File: config.mk
export PLATFORM = sky130hd
export DESIGN_NAME = irq_pme_ctrl
export DESIGN_NICKNAME = d
export VERILOG_FILES = /design/src/rtl/irq_pme_pkg.sv /design/src/rtl/irq_stat_bank.sv /design/src/rtl/irq_mask_bank.sv /design/src/rtl/irq_pin_drv.sv /design/src/rtl/irq_host_rd.sv /design/src/rtl/irq_pme_ctrl.sv
export SDC_FILE = /design/constraint.sdc
export NUM_CORES = 1
export LEC_CHECK = 0
export ABC_AREA = 1
export BUFFER_PORTS_ARGS = -buffer_cell sky130_fd_sc_hd__buf_2
export CORE_UTILIZATION = 25
export DETAILED_ROUTE_END_ITERATION = 7
export SLEW_MARGIN = 20
export SYNTH_ARGS = -nofsm -noshare
export SYNTH_HDL_FRONTEND = slang
export SYNTH_SLANG_ARGS = --single-unit
File: constraint.sdc
create_clock -name clk -period 0.8 [get_ports clk]
set_clock_uncertainty 0.05 [all_clocks]
set_input_delay 0.04 -clock clk [delete_from_list [all_inputs] [get_ports clk]]
set_output_delay 0.04 -clock clk [all_outputs]
set_load 0.02 [all_outputs]
File: src/rtl/irq_pme_pkg.sv
// Package: shared sizes and the host register select encoding for the
// interrupt and wake controller.
package irq_pme_pkg;
    localparam int GEN_SRC = 4;            // number of general sources
    localparam int STAT_W  = GEN_SRC + 1;  // general bits plus the wake bit

    typedef enum logic {
        SEL_STATUS = 1'b0,
        SEL_MASK   = 1'b1
    } host_sel_e;
endpackage

File: src/rtl/irq_stat_bank.sv
// Module: irq_stat_bank
// Holds one sticky status bit per source. An event pulse sets its bit. A
// clear reloads every bit from the events seen in the same cycle, so an
// event that coincides with a clear survives it.
// Assumes events are one-cycle pulses synchronous to clk.
module irq_stat_bank #(
    parameter int W = irq_pme_pkg::STAT_W
) (
    input  logic         clk,
    input  logic         rst_n,
    input  logic [W-1:0] evt,
    input  logic         clr,
    output logic [W-1:0] stat
);
    for (genvar i = 0; i < W; i++) begin : g_bit
        // Purpose: set on an event, reload from events on a clear.
        always_ff @(posedge clk) begin
            if (!rst_n)
                stat[i] <= 1'b0;
            else if (clr)
                stat[i] <= evt[i];
            else
                stat[i] <= stat[i] | evt[i];
        end

        assert_set_R2: assert property (@(posedge clk) disable iff (!rst_n)
            evt[i] |=> stat[i]);
        assert_keep_R4: assert property (@(posedge clk) disable iff (!rst_n)
            (clr && evt[i]) |=> stat[i]);
        assert_clear_R3: assert property (@(posedge clk) disable iff (!rst_n)
            (clr && !evt[i]) |=> !stat[i]);
        assert_sticky_R2: assert property (@(posedge clk) disable iff (!rst_n)
            (stat[i] && !clr) |=> stat[i]);
    end
endmodule

File: src/rtl/irq_mask_bank.sv
// Module: irq_mask_bank
// Mask register that enables each status bit onto its request pin.
// Assumes the caller decodes the write strobe for this register.
module irq_mask_bank #(
    parameter int W = irq_pme_pkg::STAT_W
) (
    input  logic         clk,
    input  logic         rst_n,
    input  logic         wr_en,
    input  logic [W-1:0] wdata,
    output logic [W-1:0] mask
);
    // Purpose: load the mask on a decoded write, clear it on reset.
    always_ff @(posedge clk) begin
        if (!rst_n)
            mask <= '0;
        else if (wr_en)
            mask <= wdata;
    end

    assert_hold_R7: assert property (@(posedge clk) disable iff (!rst_n)
        !wr_en |=> $stable(mask));
    assert_load_R7: assert property (@(posedge clk) disable iff (!rst_n)
        wr_en |=> (mask == $past(wdata)));
endmodule

File: src/rtl/irq_pin_drv.sv
// Module: irq_pin_drv
// Drives one active-low request pin from a group of status bits and their
// mask bits. The pin comes from a flop, so it only moves on a clock edge.
// Assumes status and mask are register outputs.
module irq_pin_drv #(
    parameter int N = irq_pme_pkg::GEN_SRC
) (
    input  logic         clk,
    input  logic         rst_n,
    input  logic [N-1:0] stat,
    input  logic [N-1:0] mask,
    output logic         pin_n
);
    logic active;

    // Purpose: any enabled pending bit requests service.
    always_comb active = |(stat & mask);

    // Purpose: register the request and invert it for the active-low pin.
    always_ff @(posedge clk) begin
        if (!rst_n)
            pin_n <= 1'b1;
        else
            pin_n <= ~active;
    end

    assert_pin_low_R5_R6: assert property (@(posedge clk) disable iff (!rst_n)
        active |=> !pin_n);
    assert_pin_high_R5_R6: assert property (@(posedge clk) disable iff (!rst_n)
        !active |=> pin_n);
endmodule

File: src/rtl/irq_host_rd.sv
// Module: irq_host_rd
// Host read path. It returns the selected register one cycle after the
// strobe and requests a status clear when the status register is read.
// Assumes read and write strobes are single-cycle and decoded upstream.
module irq_host_rd #(
    parameter int W = irq_pme_pkg::STAT_W
) (
    input  logic                  clk,
    input  logic                  rst_n,
    input  logic                  rd_en,
    input  irq_pme_pkg::host_sel_e sel,
    input  logic [W-1:0]          stat,
    input  logic [W-1:0]          mask,
    output logic                  stat_clr,
    output logic [W-1:0]          rdata
);
    import irq_pme_pkg::*;

    // Purpose: a status read clears the bits it returns.
    always_comb stat_clr = rd_en && (sel == SEL_STATUS);

    // Purpose: capture the selected register on a read and hold it after.
    always_ff @(posedge clk) begin
        if (!rst_n)
            rdata <= '0;
        else if (rd_en)
            rdata <= (sel == SEL_MASK) ? mask : stat;
    end

    assert_rdata_R3: assert property (@(posedge clk) disable iff (!rst_n)
        stat_clr |=> (rdata == $past(stat)));
endmodule

File: src/rtl/irq_pme_ctrl.sv
// Module: irq_pme_ctrl (top)
// Latches four general events and one wake event into a status register
// that clears on read. A mask register gates the status onto two active-low
// pins: a general interrupt and a separate wake request.
// Assumes a synchronous host port with single-cycle strobes.
module irq_pme_ctrl #(
    parameter int NUM_GEN = irq_pme_pkg::GEN_SRC,
    localparam int W       = NUM_GEN + 1,
    localparam int WAKE_B  = NUM_GEN
) (
    input  logic           clk,
    input  logic           rst_n,
    input  logic [NUM_GEN-1:0] gen_evt,
    input  logic           pme_evt,
    input  logic           host_sel,
    input  logic           host_wr,
    input  logic           host_rd,
    input  logic [W-1:0]   host_wdata,
    output logic [W-1:0]   host_rdata,
    output logic           int_n,
    output logic           pme_n
);
    import irq_pme_pkg::*;

    host_sel_e    sel;
    logic [W-1:0] evt_all;
    logic [W-1:0] stat;
    logic [W-1:0] mask;
    logic         stat_clr;
    logic         mask_wr;

    // Purpose: gather the event pulses and decode the host strobes.
    always_comb begin
        sel     = host_sel_e'(host_sel);
        evt_all = {pme_evt, gen_evt};
        mask_wr = host_wr && (sel == SEL_MASK);
    end

    irq_stat_bank #(.W(W)) stat_i (
        .clk(clk), .rst_n(rst_n), .evt(evt_all), .clr(stat_clr), .stat(stat));

    irq_mask_bank #(.W(W)) mask_i (
        .clk(clk), .rst_n(rst_n), .wr_en(mask_wr), .wdata(host_wdata),
        .mask(mask));

    irq_host_rd #(.W(W)) rd_i (
        .clk(clk), .rst_n(rst_n), .rd_en(host_rd), .sel(sel), .stat(stat),
        .mask(mask), .stat_clr(stat_clr), .rdata(host_rdata));

    irq_pin_drv #(.N(NUM_GEN)) gen_pin_i (
        .clk(clk), .rst_n(rst_n), .stat(stat[NUM_GEN-1:0]),
        .mask(mask[NUM_GEN-1:0]), .pin_n(int_n));

    irq_pin_drv #(.N(1)) wake_pin_i (
        .clk(clk), .rst_n(rst_n), .stat(stat[WAKE_B]),
        .mask(mask[WAKE_B]), .pin_n(pme_n));

    assert_status_write_R8: assert property (@(posedge clk) disable iff (!rst_n)
        (host_wr && !host_rd && sel == SEL_STATUS)
            |=> (stat == ($past(stat) | $past(evt_all))));
    assert_reset_R1: assert property (@(posedge clk)
        !rst_n |=> (int_n && pme_n && mask == '0 && stat == '0));
endmodule

After elaboration in Yosys (flattened, before gate mapping)
Index checks and enable logic that the tools add are counted.
- $add $sub $neg: 0
- $mul: 0
- divide/modulo/power cells: 0
- $lt $le $gt $ge: 0
- equality and inequality tests: 0
- shifts and indexed selects: 0
- muxes and demuxes: 6
- bitwise operators: 10
- reduce and logical (&&, ||, !) cells: 3
- operators with widths (kind ; count):
    1-bit 2-to-1 mux ; 5
    5-bit 2-to-1 mux ; 1
    1-bit OR ; 5
    4-bit AND ; 1
    4-bit OR reduction ; 1
    1-bit NOT ; 3
    1-bit logical AND ; 2
    1-bit AND ; 1
- flip-flop bits (word level): 17
- latch bits: 0
- RAM bits: 0
- ROM bits: 0
- bits of input ports: 15
- output and inout port bits: 7
- word-level logic and storage cells: 28
- memories kept: 0

Logic depth before layout (Yosys ltp)
Gate-level depths: netlist of run 1.
- depth after elaboration: 3
- gate-level depth with buffers: 5

Modules after synthesis
From an unflattened synthesis of run 1, not the netlist that was laid out.
- cells, all modules: 110
- area, all modules: 721.9 µm²
- modules (own cells, without submodules) (module ; instances ; cells each ; area an instance (µm²) ; seq. area each (µm²)):
    irq_host_rd ; 1 ; 45 ; 266.5 ; 100.1
    irq_mask_bank ; 1 ; 31 ; 205.2 ; 100.1
    irq_stat_bank ; 1 ; 22 ; 170.2 ; 100.1
    irq_pin_drv (gen_pin_i) ; 1 ; 8 ; 47.5 ; 20.0
    irq_pin_drv (wake_pin_i) ; 1 ; 2 ; 25.0 ; 20.0
    irq_pme_ctrl ; 1 ; 2 ; 7.5 ; 0.0

Worst setup path after synthesis of run 1
No wires, ideal clock.
- path type: register to register
- start point: reg, netlist name rd_i.rdata[4]
- end point: reg rd_i.rdata[4]
- setup time: 56 ps
- arrival: 649 ps
- data required time: 694 ps
- setup slack: 45 ps
- stages on the path, launching flop included: 5
- buffers on the path: 0
- clock period less this slack: 755 ps
- path through: dfxtp_1 nor2_1 nor2_1 nand2_1 inv_1
- RTL lines (item ; line ; RTL):
    to (signal assigned) ; irq_host_rd.sv:27 ; rdata <= (sel == SEL_MASK) ? mask : stat;
    to (decl) ; irq_host_rd.sv:15 ; output logic [W-1:0] rdata

Worst setup path in the final report of run 1
- start point: reg rd_i.rdata[2]
- end point: out host_rdata[2]
- RTL lines (item ; line ; RTL):
    to (decl) ; irq_pme_ctrl.sv:19 ; output logic [W-1:0] host_rdata,
No word-level cell between the ends.

==> results of run 1 <==
[what timing repair did]
action                                  in CTS  in global routing
endpoints found under the setup margin       7                 11
gates cloned                                 0                  0
hold buffers                                11                  0
pin swaps                                    4                  1
resized for setup                           21                  9
setup buffers                                3                  0
hold endpoints to repair                    12                  0
[final cells by class]
cell class / count / area, um2 / area share
Clock buffer: 4 / 26.3 / 0.0249
Inverter: 12 / 45.0 / 0.0427
Multi-Input combinational cell: 65 / 294 / 0.279
Sequential cell: 17 / 352 / 0.333
Tap cell: 30 / 37.5 / 0.0356
Timing Repair Buffer: 37 / 300 / 0.285
[registers in the layout, indices dropped and copies added (netlist names)]
signal and flops:
mask_i.mask 5, stat_i.stat 5, gen_pin_i.pin_n 1, rd_i.rdata 5, wake_pin_i.pin_n 1
[report_power, final]
part,switching (uW),total [uW],internal (uW)
Combinational,144,307,163
Clock,268,462,194
Sequential,35.3,935,900
[layer usage]
metal | wire (um) | GRT usage
met4 | 12 | 0.0641
met3 | 62 | 0.0254
met5 | 0 | 0
met1 | 752 | 0.165
met2 | 716 | 0.183
[placed cells by master (no fill, tap or decap)]
| cell | instances |
|---|---|
| nand3_1 | 11 |
| buf_4 | 4 |
| o21ai_0 | 1 |
| nand2_1 | 32 |
| nor2_1 | 6 |
| a21oi_1 | 10 |
| inv_1 | 12 |
| clkbuf_1 | 1 |
| nor2_2 | 2 |
| buf_2 | 14 |
| buf_6 | 8 |
| dfxtp_2 | 9 |
| dfxtp_1 | 8 |
| nand2_2 | 1 |
| dlygate4sd3_1 | 11 |
| nor2_4 | 2 |
| clkbuf_4 | 3 |
[final timing paths]
path / startpoint / endpoint / slack, ns / cells past startpoint
setup reg to reg: rd_i.rdata[3]$_SDFFE_PN0P_ / rd_i.rdata[3]$_SDFFE_PN0P_ / 0 / 5
hold reg to reg: mask_i.mask[4]$_SDFFE_PN0P_ / wake_pin_i.pin_n$_SDFF_PN1_ / 0.37 / 1
hold / removal: host_wr / mask_i.mask[3]$_SDFFE_PN0P_ / 0.01 / 3
setup / recovery: rd_i.rdata[2]$_SDFFE_PN0P_ / host_rdata[2] / -0.05 / 1
[metrics by stage]
step                      cell area, um2  total power (uW)  setup TNS (ns)
final                               1050              1700          -0.245
after global routing                1050              1810          -0.647
after CTS                           1030              1710          -0.331
after detailed placement             817              1160               0
after global placement               817              1160               0
after floorplan                      679              1080               0
[kinds of logic after synthesis]
group | share of synthesized area
simple gates | 0.322
flops | 0.501
buf+inv | 0.0957
compound gates | 0.0810
==> metrics.csv, run 1 <==
metric,value,unit
Post-Synthesis Cell Area,679,um2
"Slowest-stage cell, CP",dfxtp_2,
Vias/cell,4.30,
Crit Path Class,flip-flop to output port,
cell taking the most area after synthesis,dfxtp_1,
"Slew Viols, Final",0,
Synth Register Bits,17,
initial antenna violation count,0,
Avg WL per Cell,9.36,um
total track usage,0.123,
nets,151,
LEAKAGE,0.000516,uW
largest cells by area after synthesis,"dfxtp_1 (50%), nand2_1 (18%), nand3_1 (8.1%), a21oi_1 (7.4%), inv_1 (6.6%)",
TritonCTS Buffers,3,
hold crit path type,input pin to flip-flop,
clk_lat worst skew,0.29,ns
"Clk pin slew, worst setup/hold paths",0.10,ns
Congestion Overflow GR,0,
crit-path max cell delay,0.35,ns
Worst Max-Slew Pin Slew,0.268,ns
"EDFF count, synth",0,
"Worst Setup Slack, final",-0.0473,ns
Core ar.,0.00252,mm2
DRC Markers,0,
Mean Syn Cell Area,7.00,um2
PortBufs,21,
CP endpoint kind,output port,
ANT nets after route,0,
ys async rst share,0,
IO Pins,22,
"non-filler cells, final",165,
FILL cells,284,
most numerous cell in the Yosys netlist,nand2_1,
RSZ-0062 raised after global routing,yes,
"Core Util, Final",0.418,
syn_nets,112,
CTS root buf,clkbuf_4,
global-route wire length before repair,2540,um
vias in the first global route,641,
share of layout cells above drive strength 1,0.319,
CP Data Arrival Time,0.76,ns
fin crit share,1.06,
H-tree levels,1,
yosys warns,0,
buffers and inverters on the worst path,1,
Routed WL,1540,um
clk sinks,17,
Pre-antenna DRT Iters,4,
Die H,54.1,um
Cell variety after synth,10,
chip width,54.1,um
sequential-to-total area share from yosys stat,0.501,
relative slew slack,0.821,
top post-synthesis cells by count,"nand2_1 (32), dfxtp_1 (17), inv_1 (12)",
Final min period,0.847,ns
Post-DP HPWL,1130,um
crit-path cells,buf_6,
Mapped Cells,97,
Placed Cells incl. Taps,147,
vias,709,
Die Area,0.00293,mm2
most common flop cell mapped by yosys,dfxtp_1,
Worst Hold Slack,0.0103,ns
Cell Pwr Density,1620,mW/mm2
Layout area overhead,55.2,%
diode count,0,
largest net degree at the start of global routing,12,
worst vdd ir,0.777,mV
failing checks,negative setup slack,
Rows,18,
gpl congestion,0.708,
1st-iter DRT viols,8,
Max-Cap Viols,0,
final setup fails,9,
Required @ worst endpoint,0.71,ns
clock tree from TritonCTS,done,
Max Freq,1180,MHz
Top Family by Delay on Critical Path,flip-flops,
outcome,finished with violations,
Startpoint Class,flip-flop,
post-place setup slack,0.0176,ns
CTS Buffer Depth,2,
area fraction of the dominant cell type after synthesis,0.501,
initial cell density of the core,0.269,
worst-path fanout max,2,
Final Hold Fails,0,
Note: power is estimated with default switching activity, not from simulation.
==> run 2: changes to the inputs <==
--- a/config.mk
+++ b/config.mk
@@ -7,8 +7,9 @@
 export LEC_CHECK = 0
 export ABC_AREA = 1
 export BUFFER_PORTS_ARGS = -buffer_cell sky130_fd_sc_hd__buf_2
-export CORE_UTILIZATION = 25
+export CORE_UTILIZATION = 42
 export DETAILED_ROUTE_END_ITERATION = 7
+export PLACE_DENSITY = 0.71
 export SLEW_MARGIN = 20
 export SYNTH_ARGS = -nofsm -noshare
 export SYNTH_HDL_FRONTEND = slang
==> run 2 against run 1 <==
  * Via count is 3.1% higher
  * Global-route usage grew 7.4 points
  * Fmax increased by 1.2%
  * Design area is 2.8% lower
  * Largest cell class unchanged
  * Setup slack gained 0.010 ns
  * Clock power decreased by 3%
  * Combinational power down 3%
  * The flow still finishes with violations (negative setup slack)
  * First-iteration DRC count increased to 3.4 times the previous value
  * Register-to-register slack gained 0.05 ns
  * Sequential power is essentially flat
  * Critical path type unchanged
  * Utilization is 26 points higher
==> metrics.csv, run 2 (synthesized netlist as in run 1, its figures left out) <==
metric,value,unit
H-tree levels,1,
Max Freq,1190,MHz
total track usage,0.197,
TritonCTS Buffers,3,
relative slew slack,0.858,
Crit Path Class,flip-flop to output port,
"most common cell after layout, fill and taps aside",nand2_1,
Pint,1240,uW
CTS root buf,clkbuf_4,
Congestion Overflow GR,0,
Die Area,0.00178,mm2
Sw Share,0.262,
Die H,42.2,um
crit-path max cell delay,0.34,ns
ANT nets after route,0,
vias,731,
CP endpoint kind,output port,
outcome,finished with violations,
Avg WL per Cell,10.8,um
PortBufs,21,
Core ar.,0.00151,mm2
crit-path cells,buf_6,
Clk network pwr share,0.267,
clock tree from TritonCTS,done,
chip width,42.2,um
failing checks,negative setup slack,
initial antenna violation count,0,
"non-filler cells, final",151,
diode count,0,
"Core Util, Final",0.680,
Required @ worst endpoint,0.71,ns
Startpoint Class,flip-flop,
sequential share of power,0.556,
initial cell density of the core,0.451,
global-route wire length before repair,2690,um
Pre-antenna DRT Iters,4,
nets,151,
Worst Max-Slew Pin Slew,0.213,ns
"Slowest-stage cell, CP",dfxtp_2,
DP Area,807,um2
worst vdd ir,0.899,mV
RSZ-0062 raised after global routing,yes,
gpl congestion,0.754,
Vias/cell,4.84,
vias in the first global route,655,
FILL cells,126,
clk sinks,17,
Layout area overhead,50.8,%
most frequent cells in the layout,"nand2_1 (32), buf_2 (14), inv_1 (12), dlygate4sd3_1 (12), nand3_1 (11)",
post-CTS setup buffers,0,
fin crit share,1.05,
"Clk pin slew, worst setup/hold paths",0.10,ns
Placed Cells incl. Taps,134,
Sw Pwr,440,uW
Final Hold Fails,0,
r2r setup slk,0.05,ns
share of layout cells above drive strength 1,0.281,
clk_lat worst skew,0.29,ns
Cell Pwr Density,1640,mW/mm2
post-route cell area,0.00102,mm2
DRC Markers,0,
CTS Buffer Depth,2,
Rows,14,
Final min period,0.837,ns
final setup fails,7,
Post-DP HPWL,988,um
hold crit path type,input pin to flip-flop,
buffers and inverters on the worst path,1,
Top Family by Delay on Critical Path,flip-flops,
combinational power share,0.177,
"Slew Viols, Final",0,
LEAKAGE,0.000522,uW
IO Pins,22,
CP Data Arrival Time,0.75,ns
largest net degree at the start of global routing,12,
Top Registers,"mask_i.mask (5), rd_i.rdata (5), stat_i.stat (5)",
Max-Cap Viols,0,
Routed WL,1630,um
total power,1680,uW
worst-path fanout max,2,
1st-iter DRT viols,27,
"Worst Setup Slack, final",-0.0371,ns
-- run 2: final timing paths --
kind | end | from | cells after the start
worst max register to register | rd_i.rdata[2]$_SDFFE_PN0P_ | mask_i.mask[2]$_SDFFE_PN0P_ | 4
worst min-delay path | rd_i.rdata[4]$_SDFFE_PN0P_ | host_rd | 4
worst max-delay path | host_rdata[4] | rd_i.rdata[4]$_SDFFE_PN0P_ | 1
worst min register to register | wake_pin_i.pin_n$_SDFF_PN1_ | stat_i.stat[4]$_SDFF_PN0_ | 1
-- run 2: layer usage --
layer | up-vias | GRT usage | part of all wire
li1 | 378 | - | -
met2 | 26 | 0.317 | 0.48
met5 | - | 0 | 0
met1 | 323 | 0.253 | 0.45
met4 | 0 | 0.0938 | 0.015
met3 | 4 | 0.0388 | 0.052
-- run 2: power groups by stage --
stage                     Sequential (uW)  Clock, uW  Combinational, uW
after global placement                944          0                216
after floorplan                       962          0                115
after CTS                             933        469                288
after global routing                  943        512                325
after detailed placement              944          0                217
final                                 935        448                298
-- run 2: what timing repair did --
item                                    in CTS  in global routing
endpoints found under the hold margin       12                  0
endpoints found under the setup margin       7                 12
hold buffers                                13                  0
pin swaps                                    0                  1
cloned                                       0                  0
resized for setup                           20                  4
-- run 2: final cells by class --
cell class	instances	area [um2]	share of cell area
Tap cell	16	20.0	0.0195
Multi-Input combinational cell	65	278	0.271
Sequential cell	17	350	0.342
Timing Repair Buffer	37	304	0.297
Clock buffer	3	22.5	0.0220
Inverter	12	45.0	0.0440
Clock inverter	1	5.00	0.00488
-- run 2: metrics by stage --
| step | hold slack, ns | TNS (ns) | setup WS [ns] |
|---|---|---|---|
| after floorplan | 0.0662 | 0 | 0.0451 |
| after global placement | 0.199 | 0 | 0.0791 |
| after detailed placement | 0.209 | 0 | 0.0599 |
| after CTS | 0.0567 | -0.272 | -0.0493 |
| after global routing | 0.0662 | -0.474 | -0.0779 |
| final | 0.0671 | -0.206 | -0.0371 |
==> run 3: changes to the inputs <==
--- a/config.mk
+++ b/config.mk
@@ -6,10 +6,13 @@
 export NUM_CORES = 1
 export LEC_CHECK = 0
 export ABC_AREA = 1
+export ABC_CLOCK_PERIOD_IN_PS = 800
 export BUFFER_PORTS_ARGS = -buffer_cell sky130_fd_sc_hd__buf_2
+export CORE_MARGIN = 5
 export CORE_UTILIZATION = 42
 export DETAILED_ROUTE_END_ITERATION = 7
 export PLACE_DENSITY = 0.71
+export SETUP_SLACK_MARGIN = 0.4
 export SLEW_MARGIN = 20
 export SYNTH_ARGS = -nofsm -noshare
 export SYNTH_HDL_FRONTEND = slang
==> run 3 against run 2 <==
  * The flow finishes with violations (negative hold slack, negative setup slack)
  * Utilization is 5.5 points lower
  * Via count decreased by 8.9%
  * Non-clock buffer count is 14 lower
  * Sequential power grew 0.5%
  * Combinational power is 12% lower
  * Total power fell by 2.0%
  * Clock power about the same
  * Count of clock-buffer cells in the layout rose by 1
  * Design area down 7.0%
  * Largest cell class unchanged
==> metrics.csv, run 3 (synthesized netlist as in run 1, its figures left out) <==
metric,value,unit
Worst Max-Slew Pin Slew,0.227,ns
share of layout cells above drive strength 1,0.471,
Die Area,0.00252,mm2
Max Freq,1180,MHz
Avg WL per Cell,10.4,um
Core ar.,0.00152,mm2
"Slowest-stage cell, CP",dfxtp_4,
PortBufs,21,
Rows,14,
CTS Buffer Depth,2,
worst-path fanout max,1,
failing checks,"negative hold slack, negative setup slack",
r2r setup slk,0.08,ns
"Slew Viols, Final",0,
Worst Hold Slack,-0.0956,ns
Hold Path Sink,wake_pin_i.pin_n$_SDFF_PN1_,
clk sinks,17,
CP Data Arrival Time,0.76,ns
Multi-input gate area,315,um2
Max-Cap Viols,0,
crit-path max cell delay,0.35,ns
Pre-antenna DRT Iters,4,
global-route wire length before repair,2480,um
IO Pins,22,
relative slew slack,0.849,
Placed Cells incl. Taps,132,
initial antenna violation count,0,
sequential cell area,367,um2
ANT nets after route,0,
R2R depth,4,
gpl congestion,0.781,
post-route cell area,953,um2
worst vdd ir,0.913,mV
final setup fails,7,
"most common cell after layout, fill and taps aside",nand2_1,
Startpoint Class,flip-flop,
diode count,0,
total power,1650,uW
Required @ worst endpoint,0.71,ns
Top Family by Delay on Critical Path,flip-flops,
H-tree levels,1,
Die H,50.2,um
1st-iter DRT viols,9,
RSZ-0062 raised after global routing,yes,
CP endpoint kind,output port,
crit-path cells,buf_6,
DRC Markers,0,
Post-DP HPWL,1060,um
"non-filler cells, final",137,
"Clk pin slew, worst setup/hold paths",0.09,ns
largest net degree at the start of global routing,13,
Crit Path Class,flip-flop to output port,
Layout area overhead,40.3,%
Vias/cell,4.86,
buffers and inverters on the worst path,1,
chip width,50.2,um
initial cell density of the core,0.446,
outcome,finished with violations,
FILL cells,136,
Final Hold Fails,12,
Cells on Worst Hold Path,2,
Routed WL,1430,um
clk_lat worst skew,0.29,ns
LEAKAGE,0.000465,uW
hold crit path type,input pin to flip-flop,
total track usage,0.125,
r2r endpoint,rd_i.rdata[3]$_SDFFE_PN0P_,
hold_sp,rst_n,
fin crit share,1.06,
nets,137,
CTS root buf,clkbuf_4,
most frequent cells in the layout,"nand2_1 (25), dfxtp_2 (15), buf_2 (14), inv_1 (12)",
TritonCTS Buffers,3,
DP Area,831,um2
Congestion Overflow GR,0,
Final min period,0.847,ns
Top Registers,"mask_i.mask (5), rd_i.rdata (5), stat_i.stat (5)",
clock tree from TritonCTS,done,
"Worst Setup Slack, final",-0.0472,ns
Cell Pwr Density,1730,mW/mm2
Reg-to-Reg Start,mask_i.mask[3]$_SDFFE_PN0P_,
vias,666,
vias in the first global route,611,
run 3: changes by cell type in the layout (fill, tap and decap cells not counted), sizes merged:
cell / change
dlygate4sd3: -12
buf: -1
clkbuf: +1
clkinv: -1
dlymetal6s4s: -1
run 3: report_power, final:
| group | total, uW | switching, uW | leakage (uW) | internal, uW |
|---|---|---|---|---|
| Sequential | 940 | 40.3 | 0.000145 | 899 |
| Combinational | 262 | 137 | 0.000305 | 125 |
| Clock | 446 | 252 | 0.0000150 | 194 |
run 3: through the flow:
step | setup TNS (ns) | util | setup WS, ns | hold slack [ns]
2_1_floorplan | 0 | - | 0.0995 | 0.0681
3_3_place_gp | 0 | 0.545 | 0.0285 | 0.190
3_5_place_dp | -0.0674 | 0.545 | -0.0273 | 0.202
4_1_cts | -0.346 | 0.594 | -0.0589 | -0.102
5_1_grt | -0.540 | 0.626 | -0.0815 | -0.0964
6_report | -0.247 | 0.626 | -0.0472 | -0.0956
run 3: area by class of cell:
class                   count  area share
flip-flops and latches     17       0.385
multi-input cells          65       0.331
repair buffers             23       0.189
inverters                  12      0.0472
clock buffers               4      0.0276
well taps                  16      0.0210
run 3: how the worst max path moves through the flow:
stage                                startpoint                    endpoint  slack [ns]  cells after the start
finish              wake_pin_i.pin_n$_SDFF_PN1_                       pme_n       -0.05                      1
global placement                       host_sel   stat_i.stat[2]$_SDFF_PN0_        0.03                      5
detailed placement                     host_sel   stat_i.stat[1]$_SDFF_PN0_       -0.03                      5
global route         rd_i.rdata[2]$_SDFFE_PN0P_               host_rdata[2]       -0.08                      1
floorplan            rd_i.rdata[0]$_SDFFE_PN0P_  rd_i.rdata[0]$_SDFFE_PN0P_         0.1                      4
CTS                  gen_pin_i.pin_n$_SDFF_PN1_                       int_n       -0.06                      1
run 3: worst register-to-register path: stages, from the launching register on:
cell,delay [ns]
dfxtp_2,0.35
nand2_1,0.06
nand3_1,0.07
nand2_1,0.06
inv_1,0.03
run 3: metal layers:
layer | vias up | track usage | part of all wire
li1 | 347 | - | -
met1 | 297 | 0.156 | 0.42
met2 | 17 | 0.186 | 0.48
met3 | 5 | 0.0385 | 0.071
met4 | 0 | 0.0786 | 0.027
met5 | - | 0 | 0
run 3: timing repair:
action	in CTS	in global routing
hold endpoints to repair	12	12
gates resized for setup	15	13
pin swaps	1	6
endpoints found under the setup margin	24	24
setup buffers	0	1
